**src/rtl/shadow_pkg.sv**
```systemverilog
package shadow_pkg;
  localparam int unsigned CFG_W     = 8;
  localparam int unsigned N_WIN     = 3;
  localparam int unsigned SEG_N     = 4;
  localparam int unsigned PAGE_LSB  = 16;
  localparam int unsigned MB_LSB    = 20;
  localparam logic [7:0]  SYS_OFS   = 8'h44;
  localparam logic [7:0]  SYS_MASK  = 8'hCB;
  localparam logic [3:0]  TOP_PAGE  = 4'hF;

  typedef struct packed {
    logic rd;
    logic wr;
  } route_t;
endpackage

```
**src/rtl/shadow_rst_sync.sv**
```systemverilog
module shadow_rst_sync (
  input  logic clk,
  input  logic rst_n,
  output logic rst_n_sync
);
  logic [1:0] sync_q;

  always_ff @(posedge clk or negedge rst_n) begin
    if (!rst_n) sync_q <= 2'b00;
    else        sync_q <= {sync_q[0], 1'b1};
  end

  assign rst_n_sync = sync_q[1];
endmodule

```
**src/rtl/shadow_cfg_regs.sv**
```systemverilog
module shadow_cfg_regs
  import shadow_pkg::*;
#(
  parameter int unsigned NW = N_WIN
) (
  input  logic                   clk,
  input  logic                   rst_n,
  input  logic                   cfg_we,
  input  logic [CFG_W-1:0]       cfg_addr,
  input  logic [CFG_W-1:0]       cfg_wdata,
  output logic [CFG_W-1:0]       cfg_rdata,
  output logic [CFG_W-1:0]       sys_q,
  output logic [NW-1:0][CFG_W-1:0] win_q
);
  logic [CFG_W-1:0]         sys_d;
  logic [NW-1:0][CFG_W-1:0] win_d;
  logic                     sys_sel;
  logic [NW-1:0]            win_sel;

  assign sys_sel = cfg_we && (cfg_addr == SYS_OFS);

  always_comb begin
    sys_d = sys_q;
    if (sys_sel) sys_d = cfg_wdata & SYS_MASK;
  end

  always_ff @(posedge clk or negedge rst_n) begin
    if (!rst_n)       sys_q <= '0;
    else if (sys_sel) sys_q <= sys_d;
  end

  for (genvar k = 0; k < NW; k++) begin : g_win
    localparam logic [CFG_W-1:0] OFS = SYS_OFS + CFG_W'(k) + 8'd1;

    assign win_sel[k] = cfg_we && (cfg_addr == OFS);

    always_comb begin
      win_d[k] = win_q[k];
      if (win_sel[k]) win_d[k] = cfg_wdata;
    end

    always_ff @(posedge clk or negedge rst_n) begin
      if (!rst_n)          win_q[k] <= '0;
      else if (win_sel[k]) win_q[k] <= win_d[k];
    end
  end

  always_comb begin
    cfg_rdata = '0;
    if (cfg_addr == SYS_OFS) cfg_rdata = sys_q;
    for (int k = 0; k < NW; k++) begin
      if (cfg_addr == SYS_OFS + CFG_W'(k) + 8'd1) cfg_rdata = win_q[k];
    end
  end

  // masked-off bits of the firmware register never become set
  a_r3_sys_clean: assert property (@(posedge clk) disable iff (!rst_n)
    (sys_q & ~SYS_MASK) == '0);

  // a write to the firmware register lands on the next edge
  a_r8_sys_lands: assert property (@(posedge clk) disable iff (!rst_n)
    (cfg_we && cfg_addr == SYS_OFS) |=> (sys_q == ($past(cfg_wdata) & SYS_MASK)));

  // without a strobe, no register moves
  a_r8_hold: assert property (@(posedge clk) disable iff (!rst_n)
    !cfg_we |=> ($stable(sys_q) && $stable(win_q)));
endmodule

```
**src/rtl/shadow_win_dec.sv**
```systemverilog
module shadow_win_dec
  import shadow_pkg::*;
#(
  parameter int unsigned NW = N_WIN,
  parameter int unsigned AW = 24
) (
  input  logic                     clk,
  input  logic                     rst_n,
  input  logic [AW-1:0]            mem_addr,
  input  logic [CFG_W-1:0]         sys_q,
  input  logic [NW-1:0][CFG_W-1:0] win_q,
  output route_t                   route
);
  localparam int unsigned SEG_LSB = PAGE_LSB - $clog2(SEG_N);

  logic                       below_mb;
  logic [3:0]                 page;
  logic [$clog2(SEG_N)-1:0]   seg;
  logic                       top_hit;
  logic [NW-1:0]              win_hit;
  logic [NW-1:0]              win_rd;
  logic [NW-1:0]              win_wr;
  logic                       unused_addr;
  logic                       unused_sys;

  if (AW > MB_LSB) begin : g_hi
    assign below_mb = (mem_addr[AW-1:MB_LSB] == '0);
  end else begin : g_nohi
    assign below_mb = 1'b1;
  end

  assign page        = mem_addr[MB_LSB-1:PAGE_LSB];
  assign seg         = mem_addr[PAGE_LSB-1:SEG_LSB];
  assign top_hit     = below_mb && (page == TOP_PAGE);
  assign unused_addr = ^mem_addr[SEG_LSB-1:0];
  assign unused_sys  = ^sys_q[CFG_W-1:2];

  for (genvar k = 0; k < NW; k++) begin : g_win
    localparam logic [3:0] PG = TOP_PAGE - 4'(k) - 4'd1;
    assign win_hit[k] = below_mb && (page == PG);
    assign win_rd[k]  = win_hit[k] && win_q[k][{1'b1, seg}];
    assign win_wr[k]  = win_hit[k] && win_q[k][{1'b0, seg}];
  end

  always_comb begin
    route = '0;
    if (top_hit) begin
      route.rd = sys_q[1];
      route.wr = sys_q[0];
    end else begin
      route.rd = |win_rd;
      route.wr = |win_wr;
    end
  end

  // outside the controlled span nothing routes internally
  a_r7_outside: assert property (@(posedge clk) disable iff (!rst_n)
    (!below_mb || page < (TOP_PAGE - 4'(NW))) |-> (route == '0));

  // firmware page reads follow the read bit
  a_r1_top_rd: assert property (@(posedge clk) disable iff (!rst_n)
    top_hit |-> (route.rd == sys_q[1]));

  // firmware page writes follow the write bit
  a_r2_top_wr: assert property (@(posedge clk) disable iff (!rst_n)
    top_hit |-> (route.wr == sys_q[0]));

  // at most one page region is ever selected
  a_r4_one_page: assert property (@(posedge clk) disable iff (!rst_n)
    $onehot0({win_hit, top_hit}));
endmodule

```
**src/rtl/shadow_route_dec.sv**
```systemverilog
module shadow_route_dec
  import shadow_pkg::*;
#(
  parameter int unsigned AW = 24
) (
  input  logic             clk,
  input  logic             rst_n,
  input  logic             cfg_we,
  input  logic [CFG_W-1:0] cfg_addr,
  input  logic [CFG_W-1:0] cfg_wdata,
  output logic [CFG_W-1:0] cfg_rdata,
  input  logic [AW-1:0]    mem_addr,
  output logic             rd_internal,
  output logic             wr_internal
);
  logic                        rst_n_sync;
  logic [CFG_W-1:0]            sys_q;
  logic [N_WIN-1:0][CFG_W-1:0] win_q;
  route_t                      route;

  shadow_rst_sync i_rst_sync (
    .clk        (clk),
    .rst_n      (rst_n),
    .rst_n_sync (rst_n_sync)
  );

  shadow_cfg_regs #(.NW(N_WIN)) i_regs (
    .clk       (clk),
    .rst_n     (rst_n_sync),
    .cfg_we    (cfg_we),
    .cfg_addr  (cfg_addr),
    .cfg_wdata (cfg_wdata),
    .cfg_rdata (cfg_rdata),
    .sys_q     (sys_q),
    .win_q     (win_q)
  );

  shadow_win_dec #(.NW(N_WIN), .AW(AW)) i_dec (
    .clk      (clk),
    .rst_n    (rst_n_sync),
    .mem_addr (mem_addr),
    .sys_q    (sys_q),
    .win_q    (win_q),
    .route    (route)
  );

  assign rd_internal = route.rd;
  assign wr_internal = route.wr;

  // while reset is held, every access routes externally
  a_r6_reset_ext: assert property (@(posedge clk)
    !rst_n_sync |-> (!rd_internal && !wr_internal));
endmodule

```
**config.mk**
```make
export PLATFORM = sky130hd
export DESIGN_NAME = shadow_route_dec
export DESIGN_NICKNAME = d
export VERILOG_FILES = /design/src/rtl/shadow_pkg.sv /design/src/rtl/shadow_rst_sync.sv /design/src/rtl/shadow_cfg_regs.sv /design/src/rtl/shadow_win_dec.sv /design/src/rtl/shadow_route_dec.sv
export SDC_FILE = /design/constraint.sdc
export NUM_CORES = 1
export LEC_CHECK = 0
export BUFFER_PORTS_ARGS = -buffer_cell sky130_fd_sc_hd__buf_4
export CAP_MARGIN = 20
export CORE_AREA = 3 3 70 72
export CTS_BUF_LIST = sky130_fd_sc_hd__clkbuf_4 sky130_fd_sc_hd__clkbuf_8 sky130_fd_sc_hd__clkbuf_16
export CTS_CLUSTER_DIAMETER = 150
export DETAILED_ROUTE_END_ITERATION = 8
export DIE_AREA = 0 0 73 75
export GPL_ROUTABILITY_DRIVEN = 0
export MAX_ROUTING_LAYER = met4
export PLACE_DENSITY = 0.7
export SYNTH_ARGS = -nofsm -noshare
export SYNTH_HDL_FRONTEND = slang
export SYNTH_HIERARCHICAL = 1
export SYNTH_SLANG_ARGS = --single-unit
```
**constraint.sdc**
```tcl
create_clock -name clk -period 3.3 [get_ports clk]
set_input_delay 0.165 -clock clk [delete_from_list [all_inputs] [get_ports clk]]
set_output_delay 0.165 -clock clk [all_outputs]
set_load 0.005 [all_outputs]
```
==> results of run 1 <==
## path summary, 6_finish.rpt
kind	startpoint	end	slack [ps]
max	i_regs/win_q[6]	rd_internal	1540
min	cfg_wdata[3]	i_regs/win_q[11]	140
max reg2reg	i_regs/win_q[7]	i_regs/win_q[7]	2510
min reg2reg	i_rst_sync/sync_q[1]	i_regs/sys_q[3]	150
max in group asynchronous	i_rst_sync/sync_q[1]	i_regs/win_q[20]	2720
min in group asynchronous	i_rst_sync/sync_q[1]	i_regs/sys_q[3]	150
## stage by stage
step | power [uW] | setup slack [ps]
floorplan | 470 | 1940
global placement | 511 | 1530
detailed placement | 517 | 1480
CTS | 847 | 1520
global route | 876 | 1460
finish | 841 | 1540
## layer usage
| metal | part of all wire [%] | global-route usage (%) | up-vias |
|---|---|---|---|
| met5 | 0 | - | - |
| met4 | 2.0 | 6.97 | 0 |
| met3 | 8.5 | 3.47 | 7 |
| met2 | 50 | 24.9 | 46 |
| met1 | 40 | 17.8 | 586 |
| li1 | - | - | 526 |
## power breakdown
group          switching [uW]  leakage [uW]  internal, uW  total, uW
Combinational            38.7      0.000608          61.3        100
Sequential               15.4      0.000423           399        414
Clock                     129     0.0000549           198        327
Total                     183       0.00109           658        841
## registers in the layout, summed over array words and instances, names as in the netlist
name,count
i_regs/win_q,24
i_regs/sys_q,5
i_rst_sync/sync_q,2
## cell usage in the layout, fill, tap and decap left out, drive strengths merged
cell type    count
and2             1
mux2i            2
a211oi           2
nand2b           2
buf             39
dlygate4sd3      1
nand2            1
nor2b            3
mux4            11
nor2             6
nand4            5
and3             5
conb             1
dfrtp           31
mux2            32
clkbuf           8
a22oi            3
o22ai            2
or2              1
nor4b            1
## timing repair
| item | in CTS | in global routing |
|---|---|---|
| hold endpoints to repair | 2 | 0 |
| endpoints found under the setup margin | 0 | 0 |
| hold buffers | 1 | 0 |
## area by class of cell
cell class                 instances  area [um^2]  area share, %
multi-input combinational         78          882           41.0
timing repair buffer              40          323           15.0
sequential                        31          776           36.1
clock buffer                       8          104           4.83
tap                               52         65.1           3.03
==> flow_summary.yaml, run 1 <==
sta:
  period_minus_slack_ps: 1760
  hold_violations: 0
  setup_tns_ps: 0
  worstMarginPinSlew_ps: 656
  fin_hold_ws_ps: 136
  slew_viol_final: 0
  skew_ps: 6.77
  setup_violations: 0
  max_freq_mhz: 567
  max_slew_margin_pct: 56.2
  grt_setup_unrepaired: "false"
  min_period_over_period_pct: 53.4
final_layout:
  area_delta_synth_final_pct: 27.8
  fin_nets: 199
  drive_gt1_share_pct: 60.5
  nFillCells: 368
  utilization_pct: 49.4
  diodes: 0
  stdcell_area_mm2: 0.00215
  fin_cells: 209
routing:
  dr.pass1.iters: 4
  ant_nets: 0
  drtIter0Drc: 68
  drc_errors: 0
  post_drt_via_cell_ratio: 5.57
  routed_wl_um: 3760
  dr_total_vias: 1165
  wl_per_cell_um: 18.0
critical_path:
  worst-path-buf-inv: 1
  reg2reg_depth: 1
  worst_path_largest_cell_delay_ps: 520
  end_kind: "output pin"
  critical_path.top_delay_family: "multiplexers"
  path_class: "register to output pin"
  critPathSlowestCell: "mux4_1"
  critPathRequiredTime_ps: 3130
  critPathLaunchType: "register"
  worst-path-max-fanout: 3
  worstPathArrival_ps: 1600
  path_cells: "mux4_1, mux2i_1, a211oi_1, buf_4"
  crit_cells: 4
clock_tree:
  cts_resized: 0
  cts_setup_buffers: 0
  clk_pin_slew_ps: 60
  clock_tree.root_cell: "clkbuf_8"
  cts.sinks: 31
  clock_latency_ps: 280
  cts_buffers: 5
  cts_tree: "built"
  cts-htree-levels: 2
  cts_buffer_depth: 2
place:
  place_inst: 199
  dp_hpwl_um: 2890
  place_area_mm2: 0.00201
  io_buffers: 38
floorplanning:
  design.die.area_mm2: 0.00548
  rows: 24
  die_x_um: 73
  start_util_pct: 38.6
  fp.coreArea_mm2: 0.00435
  io-pin-count: 53
  dieHeight_um: 75
pwr:
  ir_worst_vdd_uv: 152
  p_leak_uw: 0.00109
  power-per-cell-area_mw_per_mm2: 391
global_routing:
  overflow: 0
  grtUsageTotal_pct: 15.2
  grt_max_degree: 30
  grt_pass1_vias: 1197
  grt_antenna_before_repair: 0
  grt_pass1_wl_um: 5980
outcome:
  outcome: "finished clean"
logic_synthesis:
  ys.warnings.count: 6
  synth_area_mm2: 0.00168
  postSynthAreaPerCell_um2: 14.9
  synth_fp_nets: 156
  syn_inst: 113
hold_path:
  worstHoldPathType: "primary input to register"
  hold_depth: 2
run:
  max_cap_viol_count: 0
(Power assumes the default switching activity.)
==> run 2: changes to the inputs <==
--- a/config.mk
+++ b/config.mk
@@ -5,16 +5,17 @@
 export SDC_FILE = /design/constraint.sdc
 export NUM_CORES = 1
 export LEC_CHECK = 0
+export ABC_AREA = 1
 export BUFFER_PORTS_ARGS = -buffer_cell sky130_fd_sc_hd__buf_4
 export CAP_MARGIN = 20
-export CORE_AREA = 3 3 70 72
+export CORE_AREA = 3 3 75 77
 export CTS_BUF_LIST = sky130_fd_sc_hd__clkbuf_4 sky130_fd_sc_hd__clkbuf_8 sky130_fd_sc_hd__clkbuf_16
 export CTS_CLUSTER_DIAMETER = 150
 export DETAILED_ROUTE_END_ITERATION = 8
-export DIE_AREA = 0 0 73 75
+export DIE_AREA = 0 0 78 80
 export GPL_ROUTABILITY_DRIVEN = 0
 export MAX_ROUTING_LAYER = met4
-export PLACE_DENSITY = 0.7
+export PLACE_DENSITY = 0.69
 export SYNTH_ARGS = -nofsm -noshare
 export SYNTH_HDL_FRONTEND = slang
 export SYNTH_HIERARCHICAL = 1
==> constraint.sdc (replaced) <==
create_clock -name clk -period 1.8 [get_ports clk]
set_input_delay 0.09 -clock clk [delete_from_list [all_inputs] [get_ports clk]]
set_output_delay 0.09 -clock clk [all_outputs]
set_load 0.005 [all_outputs]
==> run 2 against run 1 <==
Compared with the run above:
- synthesized cell count up 140%
- clock power increased by 66%
- non-clock buffer count is 3 higher
- final cell count increased by 85%
- largest cell class unchanged
- highest routed layer unchanged
==> flow_summary.yaml, run 2 <==
floorplanning:
  rows: 26
  dieHeight_um: 80
  fp.coreArea_mm2: 0.00507
  die_x_um: 78
  start_util_pct: 38.4
  io-pin-count: 53
  design.die.area_mm2: 0.00624
place:
  dp_hpwl_um: 3680
  place_area_mm2: 0.00228
  place_inst: 377
  io_buffers: 38
pwr:
  ir_worst_vdd_uv: 438
  power-per-cell-area_mw_per_mm2: 634
  pwr-share-comb_pct: 13.8
  p_switching_uw: 390
  p_leak_uw: 0.00129
  power_frac_seq_pct: 50.3
  p_clk_share_pct: 35.9
  p_sw_share_pct: 25.9
  internal_power_uw: 1120
logic_synthesis:
  synth_fp_nets: 317
  postSynthAreaPerCell_um2: 7.11
  syn_inst: 274
  ys.warnings.count: 6
  synth_area_mm2: 0.00195
hold_path:
  worstHoldPathType: "primary input to register"
  hold_depth: 3
routing:
  ant_nets: 0
  routed_wl_um: 4970
  post_drt_via_cell_ratio: 4.92
  drc_errors: 0
  wl_per_cell_um: 12.9
  dr.pass1.iters: 4
  drtIter0Drc: 101
  dr_total_vias: 1898
sta:
  grt_setup_unrepaired: "false"
  min_period_over_period_pct: 76.6
  skew_ps: 2.85
  max_freq_mhz: 725
  hold_violations: 0
  period_minus_slack_ps: 1380
  setup_violations: 0
  slew_viol_final: 0
  setup_tns_ps: 0
final_layout:
  fin_cells: 386
  multi_input_area_um2: 956
  reg.largest.list: "i_regs/win_q: 24 flops, i_regs/sys_q: 5 flops, i_rst_sync/sync_q: 2 flops"
  area_delta_synth_final_pct: 22.2
  drive_gt1_share_pct: 20.9
  regMostFlops: "i_regs/win_q"
  layout_commonest_cell: "nand2_1"
  nFillCells: 545
  ff_latch_area_um2: 776
  largest_reg_flops: 24
  diodes: 0
  layout_common_cells: "nand2_1, buf_4, inv_1, nand3_1, dfrtp_1"
  stdcell_area_mm2: 0.00238
  fin_nets: 358
global_routing:
  overflow: 0
  use_met2_pct: 27.2
  use_met3_pct: 3.95
  grt_pass1_vias: 1785
  grt_antenna_before_repair: 0
  grt-busiest-layer: "met2"
  grtUsageTotal_pct: 17.7
  grt_max_degree: 30
  grt_pass1_wl_um: 8410
  grtUsageMet1_pct: 23.3
clock_tree:
  cts_tree: "built"
  cts.sinks: 31
  cts-htree-levels: 2
  cts_buffers: 5
  clock_latency_ps: 280
  cts_resized: 0
  clk_pin_slew_ps: 60
  cts_hold_buf: 1
  clock_tree.root_cell: "clkbuf_8"
  cts_setup_buffers: 0
  cts_buffer_depth: 2
critical_path:
  critPathLaunchType: "primary input"
  worstPathArrival_ps: 1290
  path_class: "primary input to output pin"
  reg2reg_depth: 2
  end_kind: "output pin"
  critPathRequiredTime_ps: 1710
  worst-path-max-fanout: 12
run:
  max_cap_viol_count: 0
outcome:
  outcome: "finished clean"
-- run 2: final cells by class --
type | count | share of cell area [%]
Clock buffer | 7 | 3.52
Clock inverter | 1 | 0.210
Inverter | 39 | 6.15
Multi-Input combinational cell | 195 | 40.2
Sequential cell | 31 | 32.6
Tap cell | 70 | 3.68
Timing Repair Buffer | 43 | 13.7
-- run 2: layer usage --
metal  vias up  routed length [um]
met5         -                   0
met4         0                  57
met3         5                 379
met2        66                2200
met1       865                2330
li1        962                   -
-- run 2: critical path: stages --
cell,delay [ps]
buf_4,110
inv_1,40
nand2_1,70
nor2_4,380
buf_4,260
nand3_1,80
o211ai_1,110
buf_4,140
-- run 2: worst paths after layout --
| kind | to | slack (ps) | start |
|---|---|---|---|
| setup / recovery | cfg_rdata[4] | 420 | cfg_addr[7] |
| hold / removal | i_regs/win_q[13] | 40 | cfg_wdata[5] |
| setup reg to reg | i_regs/win_q[6] | 1120 | i_regs/win_q[6] |
| hold reg to reg | i_regs/win_q[14] | 250 | i_rst_sync/sync_q[1] |
| max in group asynchronous | i_regs/win_q[16] | 1280 | i_rst_sync/sync_q[1] |
| min in group asynchronous | i_rst_sync/sync_q[1] | 130 | rst_n |
-- run 2: power groups by stage --
stage               sequential [uW]  clock (uW)  combinational [uW]
finish                          758         542                 208
global route                    762         597                 240
CTS                             758         560                 210
detailed placement              770           0                 207
global placement                770           0                 203
floorplan                       771           0                 113
-- run 2: stage by stage --
stage | hold WS (ps) | setup slack [ps] | power (uW) | util (%)
after floorplan | -206 | 862 | 884 | -
after global placement | -127 | 377 | 973 | 44.9
after detailed placement | -126 | 373 | 978 | 44.9
after CTS | 29.8 | 412 | 1530 | 46.9
after global routing | 30.9 | 288 | 1600 | 46.9
final | 35.0 | 421 | 1510 | 46.9
==> run 3: changes to the inputs <==
==> constraint.sdc (replaced) <==
create_clock -name clk -period 1.35 [get_ports clk]
set_input_delay 0.0675 -clock clk [delete_from_list [all_inputs] [get_ports clk]]
set_output_delay 0.0675 -clock clk [all_outputs]
set_load 0.005 [all_outputs]
==> run 3 against run 2 <==
Compared with the run above:
- total power increased by 49%
- final cell count increased by 2.1%
- sequential cell count unchanged
- via count decreased by 0.37%
- combinational power increased by 45%
- register-to-register slack got worse by 540 ps
- design area increased by 5.4%
- global-route usage decreased by 0.079 points
- critical path depth decreased by 1
- sequential share of layout area decreased by 1.7 points
==> flow_summary.yaml, run 3 (synthesis gave the netlist of run 2 again) <==
outcome:
  outcome: "finished clean"
critical_path:
  critPathRequiredTime_ps: 1280
  end_kind: "output pin"
  critPathLaunchType: "register"
  worst-path-max-fanout: 3
  path_class: "register to output pin"
  worstPathArrival_ps: 1270
clock_tree:
  clk_pin_slew_ps: 60
  cts_buffer_depth: 2
  cts-htree-levels: 2
  cts_tree: "built"
  clock_latency_ps: 280
  cts_buffers: 5
  clock_tree.root_cell: "clkbuf_8"
  cts.sinks: 31
sta:
  min_period_over_period_pct: 98.8
  hold_violations: 0
  max_freq_mhz: 749
  period_minus_slack_ps: 1330
  worst_slack_ps: 15.6
  grt_setup_unrepaired: "true"
  setup_violations: 0
  skew_ps: 3.33
  slew_viol_final: 0
  setup_tns_ps: 0
global_routing:
  grt_max_degree: 30
  grtUsageTotal_pct: 17.6
  grt_pass1_wl_um: 8200
  grt_pass1_vias: 1759
  overflow: 0
  grt_antenna_before_repair: 0
final_layout:
  layout_common_cells: "nand2_1, buf_4, inv_1"
  regMostFlops: "i_regs/win_q"
  fin_cells: 394
  layout_commonest_cell: "nand2_1"
  area_delta_synth_final_pct: 28.8
  diodes: 0
  drive_gt1_share_pct: 22.8
  largest_reg_flops: 24
  utilization_pct: 49.4
  reg.largest.list: "i_regs/win_q: 24 flops, i_regs/sys_q: 5 flops, i_rst_sync/sync_q: 2 flops"
  fin_nets: 366
routing:
  drtIter0Drc: 108
  routed_wl_um: 5000
  ant_nets: 0
  wl_per_cell_um: 12.7
  drc_errors: 0
  dr_total_vias: 1891
  post_drt_via_cell_ratio: 4.80
  dr.pass1.iters: 5
place:
  dp_hpwl_um: 3710
  place_inst: 378
  io_buffers: 38
  dp_slack_ps: 157
floorplanning:
  fp.coreArea_mm2: 0.00507
  rows: 26
  design.die.area_mm2: 0.00624
  dieHeight_um: 80
  io-pin-count: 53
  start_util_pct: 38.4
  die_x_um: 78
pwr:
  p_leak_uw: 0.00135
  ir_worst_vdd_uv: 754
  power-per-cell-area_mw_per_mm2: 898
hold_path:
  worstHoldPathType: "primary input to register"
run:
  max_cap_viol_count: 0
==> run 3: cell types whose count changed in the layout (fill, tap and decap cells not counted), moves of 2 or more <==
cell,previous run,this run
dlygate4sd3_1,1,3
nand3_2,0,2
buf_12,0,2
buf_4,42,46
clkbuf_4,2,0
nand3_1,37,35
==> run 3: final timing paths <==
check / end / slack (ps) / startpoint / depth (start not counted)
min in group asynchronous: i_rst_sync/sync_q[0] / 90 / rst_n / 2
hold / removal: i_regs/win_q[3] / 10 / cfg_wdata[3] / 3
setup reg to reg: i_regs/win_q[17] / 580 / i_regs/win_q[17] / 3
setup / recovery: wr_internal / 20 / i_regs/win_q[10] / 7
max in group asynchronous: i_regs/win_q[16] / 840 / i_rst_sync/sync_q[1] / 1
hold reg to reg: i_regs/win_q[21] / 240 / i_rst_sync/sync_q[1] / 1
==> run 3: area by class of cell <==
type | count | area, um^2
clock buffers | 6 | 82.6
clock inverters | 2 | 35.0
fillers | 519 | 2570
inverters | 39 | 146
multi-input cells | 195 | 966
flip-flops and latches | 31 | 776
well taps | 70 | 87.6
repair buffers | 51 | 415
==> run 3: power by group <==
group,internal [uW],switching (uW),total [uW]
Combinational,132,170,301
Sequential,977,33.5,1010
Clock,596,344,940
Total,1700,547,2250
==> run 3: timing repair <==
| action | CTS | global route |
|---|---|---|
| hold buffers | 3 | 0 |
| gates resized for setup | 0 | 3 |
| endpoints found under the hold margin | 4 | 0 |
| endpoints found under the setup margin | 0 | 2 |
| buffers inserted | 0 | 5 |
==> run 3: worst max-delay path, stage by stage (launching register included) <==
cell and delay [ps]:
dfrtp_1 390, nand2_1 70, nand2_1 50, nand2_1 70, o21ai_1 70, nand2_1 60
nand4_1 110, buf_4 150
==> run 3: metrics by stage <==
step	hold slack, ps	power (uW)	instance area, um^2
global placement	-149	1300	2310
CTS	2.00	2270	2460
finish	11.6	2250	2510
detailed placement	-149	1310	2310
global route	8.82	2360	2510
floorplan	-228	1180	1950
==> run 3: metal layers <==
| metal | wire [um] | GRT usage [%] | vias up |
|---|---|---|---|
| li1 | - | - | 973 |
| met1 | 2270 | 21.9 | 853 |
| met2 | 2280 | 27.2 | 58 |
| met3 | 364 | 3.84 | 7 |
| met4 | 89 | 8.39 | 0 |
| met5 | 0 | - | - |
